[config.mk]
export PLATFORM = sky130hd
export DESIGN_NAME = eth_rx_frame_check
export DESIGN_NICKNAME = d
export VERILOG_FILES = /design/src/rtl/efc_pkg.sv /design/src/rtl/efc_crc32.sv /design/src/rtl/efc_len_count.sv /design/src/rtl/efc_dest_filter.sv /design/src/rtl/eth_rx_frame_check.sv
export SDC_FILE = /design/constraint.sdc
export NUM_CORES = 1
export LEC_CHECK = 0
export ABC_AREA = 1
export BUFFER_PORTS_ARGS = -buffer_cell sky130_fd_sc_hd__buf_4
export CORE_ASPECT_RATIO = 0.75
export CORE_MARGIN = 2
export CORE_UTILIZATION = 60
export CTS_CLUSTER_DIAMETER = 40
export CTS_CLUSTER_SIZE = 40
export DETAILED_ROUTE_END_ITERATION = 16
export GPL_ROUTABILITY_DRIVEN = 0
export PLACE_DENSITY = 0.92
export SYNTH_ARGS = -nofsm -noshare
export SYNTH_HDL_FRONTEND = slang
export SYNTH_HIERARCHICAL = 1
export SYNTH_SLANG_ARGS = --single-unit
[constraint.sdc]
create_clock -name clk -period 2.95 [get_ports clk]
set_clock_uncertainty 0.1 [all_clocks]
set_input_delay 0.4425 -clock clk [delete_from_list [all_inputs] [get_ports clk]]
set_output_delay 0.4425 -clock clk [all_outputs]
set_load 0.1 [all_outputs]
[src/rtl/efc_pkg.sv]
package efc_pkg;

  localparam logic [7:0]  PRE_BYTE    = 8'h55;
  localparam logic [7:0]  SFD_BYTE    = 8'hD5;
  localparam logic [31:0] CRC_POLY    = 32'hEDB88320;
  localparam logic [31:0] CRC_INIT    = 32'hFFFFFFFF;
  localparam logic [31:0] CRC_RESIDUE = 32'hDEBB20E3;

  typedef enum logic [1:0] {
    ST_IDLE  = 2'd0,
    ST_PRE   = 2'd1,
    ST_BODY  = 2'd2,
    ST_ABORT = 2'd3
  } rx_state_t;

  // One byte of reflected CRC-32, low bit first.
  function automatic logic [31:0] crc_step(input logic [31:0] crc, input logic [7:0] d);
    logic [31:0] c;
    c = crc ^ {24'h0, d};
    for (int k = 0; k < 8; k++) begin
      c = c[0] ? ((c >> 1) ^ CRC_POLY) : (c >> 1);
    end
    return c;
  endfunction

  // Final acceptance decision from the separate checks.
  function automatic logic frame_verdict(input logic sfd_ok, input logic err,
                                         input logic len_ok, input logic crc_ok,
                                         input logic dest_ok);
    return sfd_ok && !err && len_ok && crc_ok && dest_ok;
  endfunction

endpackage

[src/rtl/efc_crc32.sv]
module efc_crc32
  import efc_pkg::*;
(
  input  logic       clk,
  input  logic       rst_n,
  input  logic       clear,
  input  logic       en,
  input  logic [7:0] data,
  output logic       crc_ok
);

  logic [31:0] crc_q;

  always_ff @(posedge clk) begin
    if (!rst_n || clear) begin
      crc_q <= CRC_INIT;
    end else if (en) begin
      crc_q <= crc_step(crc_q, data);
    end
  end

  assign crc_ok = (crc_q == CRC_RESIDUE);

endmodule

[src/rtl/efc_len_count.sv]
module efc_len_count #(
  parameter int MIN_LEN = 64,
  parameter int MAX_LEN = 1518,
  parameter int LEN_W   = $clog2(MAX_LEN + 2)
) (
  input  logic             clk,
  input  logic             rst_n,
  input  logic             clear,
  input  logic             en,
  output logic [LEN_W-1:0] count,
  output logic             len_ok
);

  localparam logic [LEN_W-1:0] SAT_VAL = LEN_W'(MAX_LEN + 1);
  localparam logic [LEN_W-1:0] LO_VAL  = LEN_W'(MIN_LEN);
  localparam logic [LEN_W-1:0] HI_VAL  = LEN_W'(MAX_LEN);

  logic [LEN_W-1:0] cnt_q;

  always_ff @(posedge clk) begin
    if (!rst_n || clear) begin
      cnt_q <= '0;
    end else if (en && cnt_q != SAT_VAL) begin
      cnt_q <= cnt_q + 1'b1;
    end
  end

  assign count  = cnt_q;
  assign len_ok = (cnt_q >= LO_VAL) && (cnt_q <= HI_VAL);

endmodule

[src/rtl/efc_dest_filter.sv]
module efc_dest_filter #(
  parameter int ADDR_W = 48,
  parameter int IDX_W  = 11
) (
  input  logic              clk,
  input  logic              rst_n,
  input  logic              clear,
  input  logic              en,
  input  logic [IDX_W-1:0]  idx,
  input  logic [7:0]        data,
  input  logic [ADDR_W-1:0] local_addr,
  output logic              dest_ok
);

  localparam int N_BYTES = ADDR_W / 8;

  logic [N_BYTES-1:0] own_hit;
  logic [N_BYTES-1:0] sel;
  logic               own_q, bc_q;
  logic               own_byte, bc_byte, in_addr;

  for (genvar g = 0; g < N_BYTES; g++) begin : g_byte
    assign own_hit[g] = (data == local_addr[ADDR_W-1-8*g -: 8]);
    assign sel[g]     = (idx == IDX_W'(g));
  end

  assign in_addr  = |sel;
  assign own_byte = |(own_hit & sel);
  assign bc_byte  = (data == 8'hFF);

  always_ff @(posedge clk) begin
    if (!rst_n || clear) begin
      own_q <= 1'b1;
      bc_q  <= 1'b1;
    end else if (en && in_addr) begin
      own_q <= own_q && own_byte;
      bc_q  <= bc_q && bc_byte;
    end
  end

  assign dest_ok = own_q || bc_q;

endmodule

[src/rtl/eth_rx_frame_check.sv]
module eth_rx_frame_check
  import efc_pkg::*;
#(
  parameter int ADDR_W  = 48,
  parameter int MIN_LEN = 64,
  parameter int MAX_LEN = 1518
) (
  input  logic              clk,
  input  logic              rst_n,
  input  logic              rx_dv,
  input  logic              rx_er,
  input  logic [7:0]        rx_d,
  input  logic [ADDR_W-1:0] local_addr,
  output logic              out_valid,
  output logic [7:0]        out_data,
  output logic              stat_valid,
  output logic              stat_good
);

  localparam int LEN_W = $clog2(MAX_LEN + 2);

  rx_state_t        state_q, state_d;
  logic             frame_start, frame_end, body_byte;
  logic             frame_active, sfd_seen, err_seen;
  logic             err_q;
  logic             len_ok, crc_ok, dest_ok;
  logic [LEN_W-1:0] byte_idx;

  // Named events used by the logic and the checker.
  assign frame_active = (state_q != ST_IDLE);
  assign sfd_seen     = (state_q == ST_BODY);
  assign frame_start  = (state_q == ST_IDLE) && rx_dv;
  assign frame_end    = frame_active && !rx_dv;
  assign body_byte    = sfd_seen && rx_dv;
  assign err_seen     = err_q;

  always_comb begin
    state_d = state_q;
    unique case (state_q)
      ST_IDLE: begin
        if (rx_dv) state_d = (rx_d == PRE_BYTE) ? ST_PRE : ST_ABORT;
      end
      ST_PRE: begin
        if (!rx_dv)                state_d = ST_IDLE;
        else if (rx_d == PRE_BYTE) state_d = ST_PRE;
        else if (rx_d == SFD_BYTE) state_d = ST_BODY;
        else                       state_d = ST_ABORT;
      end
      ST_BODY, ST_ABORT: begin
        if (!rx_dv) state_d = ST_IDLE;
      end
      default: state_d = ST_IDLE;
    endcase
  end

  always_ff @(posedge clk) begin
    if (!rst_n) state_q <= ST_IDLE;
    else        state_q <= state_d;
  end

  always_ff @(posedge clk) begin
    if (!rst_n)                          err_q <= 1'b0;
    else if (frame_start)                err_q <= rx_er;
    else if (frame_active && rx_dv && rx_er) err_q <= 1'b1;
  end

  efc_len_count #(.MIN_LEN(MIN_LEN), .MAX_LEN(MAX_LEN), .LEN_W(LEN_W)) u_len (
    .clk(clk), .rst_n(rst_n), .clear(frame_start), .en(body_byte),
    .count(byte_idx), .len_ok(len_ok)
  );

  efc_crc32 u_crc (
    .clk(clk), .rst_n(rst_n), .clear(frame_start), .en(body_byte),
    .data(rx_d), .crc_ok(crc_ok)
  );

  efc_dest_filter #(.ADDR_W(ADDR_W), .IDX_W(LEN_W)) u_dst (
    .clk(clk), .rst_n(rst_n), .clear(frame_start), .en(body_byte),
    .idx(byte_idx), .data(rx_d), .local_addr(local_addr), .dest_ok(dest_ok)
  );

  always_ff @(posedge clk) begin
    if (!rst_n) begin
      out_valid  <= 1'b0;
      out_data   <= 8'h00;
      stat_valid <= 1'b0;
      stat_good  <= 1'b0;
    end else begin
      out_valid  <= body_byte;
      if (body_byte) out_data <= rx_d;
      stat_valid <= frame_end;
      if (frame_end) stat_good <= frame_verdict(sfd_seen, err_q, len_ok, crc_ok, dest_ok);
      else           stat_good <= 1'b0;
    end
  end

endmodule

==> implementation parameters <==
Parameter                              Value

Routing
  DR pass1 iterations    6
  DRC viols    0
  Total detailed-routing wirelength    14000 µm
  Starting DRC count in detailed routing    630
  Average detailed-routed wire length per instance    15.4 µm
  Number of vias after detailed routing    5182
  Post-detailed-route via-to-cell ratio    5.69
  Antenna viol nets, final    0

Worst setup path
  Signal arrival time at the worst endpoint    2190 ps
  FF-to-FF path depth    13
  Required time of the critical path    3100 ps
  Source of the worst register-to-register timing path    u_crc/crc_q[1]$_SDFFE_PP1P_
  Critical path endpoint category    flop
  Endpoint of the most critical register-to-register path    u_crc/crc_q[23]$_SDFFE_PP1P_
  CP max FO    11
  Internal reg-to-reg setup slack    slightly above 900 ps
  Timing startpoint of the critical path    u_crc/crc_q[1]$_SDFFE_PP1P_
  Setup crit end    u_crc/crc_q[23]$_SDFFE_PP1P_
  Sort of element at the start of the critical path    flop
  Critical path type    flop to flop

Finish
  Final instance count without filler cells    911
  Area taken by multi-input logic gates    2990 µm²
  FF/Latch Area    approximately 1200 µm²
  Most used cells in the layout excluding fill and tap cells    247 x sky130_fd_sc_hd__nand2_1, 73 x sky130_fd_sc_hd__inv_1, 72 x sky130_fd_sc_hd__buf_4
  Post-route standard cell area excluding fillers    5370 µm²
  Layout cell share with drive strength beyond 1    18.4%
  Area growth from synthesis to layout    14.8%
  Leading cell type in the layout, fill and taps excluded    sky130_fd_sc_hd__nand2_1
  Antenna diode count    0
  Number of inserted filler cells in the final layout    approximately 630
  Net count reported at finish    just under 900

Min path
  Kind of path behind the tightest hold check    input port to flop

Timing
  Unrepaired setup endpoints after global routing    false
  Setup_tns    0 ps
  Relative slew slack    between 30% and 40%
  Peak clock frequency supported by timing    just under 500 MHz
  Pin slew with the least headroom to its limit    949 ps
  Number of failing hold endpoints at the final stage    0
  Setup slack of the critical path after layout    915 ps
  Final max-slew violation count    0
  Period utilization    69.0%
  Final critical path time including I/O delays and setup    2040 ps
  # setup viols final    0

Clocking
  Total clock sinks    59
  Clock Latency Late Sink    around 370 ps
  Number of hold buffers added after CTS    0
  Number of buffers between clock root and the deepest sink    2
  Clock slew seen by the registers of the worst setup and hold paths    70 ps
  H-tree depth    3
  CTS tree    done
  CTS Root Cell    sky130_fd_sc_hd__clkbuf_8
  Count of buffers added by post-CTS timing repair for setup    0
  Cts repair resizes    0
  Inserted Clock Buffers    9

Die
  Die height    80.4 µm
  Initial Utilization    62.9%
  I/O pin cnt    71
  Die X-Extent    106 µm
  Die area    8520 µm²
  Core Box Area    7430 µm²
  Std-Cell Rows    27

Logic synthesis
  Mean cell area of the mapped netlist    approximately 6.3 µm²
  Share of the synthesized area in the top cell type    25.3%
  Share of flip-flops with an asynchronous set or reset after synthesis    0%
  Post-Syn Nets    806
  Combined area of all synthesized cells    ~4700 µm²
  Number of instances in the synthesized netlist    744
  Yosys cell types    39
  Seq cells post-synth    between 50 and 60
  Count of flip-flops with a built-in enable after synthesis    0
  Sequential fraction of the synthesis area    around 25%
  Yosys warning count    6
  Area leader, netlist    sky130_fd_sc_hd__dfxtp_1
  Commonest register cell after synthesis    sky130_fd_sc_hd__dfxtp_1
  Cell types with the largest area share after synthesis    sky130_fd_sc_hd__dfxtp_1 25%, sky130_fd_sc_hd__nand2_1 20%, sky130_fd_sc_hd__xnor2_1 9.2%, sky130_fd_sc_hd__nand3_1 6.6%, sky130_fd_sc_hd__inv_1 5.9%

Job
  Number of max-cap violations    0

Global routing
  Vias in the first global route    4786
  Global-route wire length before repair    approximately 23000 µm
  Overall routing resource usage    around a third
  Remaining Overflow, GRT    0
  Initial antenna violation count    0
  Pin count of the biggest net entering global routing    41

Placement
  Port Buffer Count    70
  Post-Place Cell Area    about 5200 µm²
  Cell count after placement    895
  Half-perimeter wire length after placement    10200 µm
  Post-placement worst setup slack    672 ps

Run status
  Outcome    complete, no violations

Pwr
  Leak    2.56 nW
  Max IR drop VDD    0.259 mV
  Power Dens Cells    420 nW/µm²
==> synth_stat cells (3+ instances only) <==
library cell,instances
sky130_fd_sc_hd__nand2_1,247
sky130_fd_sc_hd__inv_1,73
sky130_fd_sc_hd__nand3_1,62
sky130_fd_sc_hd__dfxtp_1,59
sky130_fd_sc_hd__nor2_1,53
sky130_fd_sc_hd__a21oi_1,49
sky130_fd_sc_hd__xnor2_1,49
sky130_fd_sc_hd__nand2_2,18
sky130_fd_sc_hd__xor2_1,18
sky130_fd_sc_hd__inv_2,13
sky130_fd_sc_hd__nand4_1,10
sky130_fd_sc_hd__o21ai_1,10
sky130_fd_sc_hd__o21ai_0,9
sky130_fd_sc_hd__buf_6,8
sky130_fd_sc_hd__nor2_2,8
sky130_fd_sc_hd__nand2_4,7
sky130_fd_sc_hd__clkbuf_1,6
sky130_fd_sc_hd__nor4_1,6
sky130_fd_sc_hd__buf_4,4
sky130_fd_sc_hd__nor3_1,4
sky130_fd_sc_hd__nor2_4,3
sky130_fd_sc_hd__or2_2,3
==> flip-flops by register name (all words and copies together) (netlist names) <==
signal       flops
out_valid        1
out_data         8
stat_good        1
u_dst/own_q      1
state_q          2
err_q            1
u_dst/bc_q       1
u_crc/crc_q     32
stat_valid       1
u_len/count     11
==> metal layers <==
metal	GRT usage, %	vias up	part of all wire (%)
li1	-	2452	-
met1	42.0	2349	41
met2	54.9	330	45
met3	9.09	51	12
met4	13.7	0	2.9
met5	0	-	0
==> how the worst min path moves through the flow <==
stage	startpoint	end	cells past startpoint
after detailed placement	u_dst/bc_q$_SDFFE_PP1P_	u_dst/bc_q$_SDFFE_PP1P_	2
final	rx_er	err_q$_SDFFE_PN0P_	3
after CTS	rx_er	err_q$_SDFFE_PN0P_	3
after floorplan	u_dst/own_q$_SDFFE_PP1P_	u_dst/own_q$_SDFFE_PP1P_	2
after global routing	rx_er	err_q$_SDFFE_PN0P_	3
after global placement	u_dst/own_q$_SDFFE_PP1P_	u_dst/own_q$_SDFFE_PP1P_	2
==> worst max-delay path, cell delays in order (launching register included) <==
cell                      delay (ps)
sky130_fd_sc_hd__dfxtp_1         370
sky130_fd_sc_hd__inv_2            80
sky130_fd_sc_hd__nand2_1          60
sky130_fd_sc_hd__nand2_1         260
sky130_fd_sc_hd__nand2_1         140
sky130_fd_sc_hd__nand2_1         240
sky130_fd_sc_hd__inv_1           230
sky130_fd_sc_hd__nand2_1          90
sky130_fd_sc_hd__nand2_2         110
sky130_fd_sc_hd__inv_2            50
sky130_fd_sc_hd__nand2_1          60
sky130_fd_sc_hd__nand2_1          50
sky130_fd_sc_hd__nand2_1          50
sky130_fd_sc_hd__nand2_1          50
==> cell families (layout without fill, tap and decap cells) <==
family	Yosys count	in the layout	synth area share, %
XOR/XNOR	69	69	13.2
adder cells (fa/ha/maj)	2	2	0.535
AND/OR/NAND/NOR	432	432	41.9
AO/OA/AOI/OAI	74	74	8.32
flip-flops	59	59	25.3
buffers and inverters	108	174	10.8
==> through the flow <==
step	power [mW]	hold slack, ps	utilization (%)
final	2.25	249	72.2
after global routing	2.35	244	72.2
after CTS	2.24	255	72.2
after detailed placement	1.46	331	69.4
after global placement	1.44	322	69.4
after floorplan	1.30	311	-
==> area by class of cell <==
| class | instances | area share [%] |
|---|---|---|
| multi-input cells | 577 | 55.7 |
| inverters | 86 | 6.01 |
| clock buffers | 9 | 2.31 |
| clock inverters | 7 | 1.54 |
| well taps | 101 | 2.35 |
| flip-flops and latches | 59 | 22.0 |
| repair buffers | 72 | 10.1 |
==> power by group <==
part	internal (mW)	switching, mW	total [mW]
clock network	0.403	0.385	0.788
logic	0.229	0.392	0.621
registers	0.820	0.0257	0.846
total	1.45	0.802	2.25
Power figures use the tool's default switching activity.
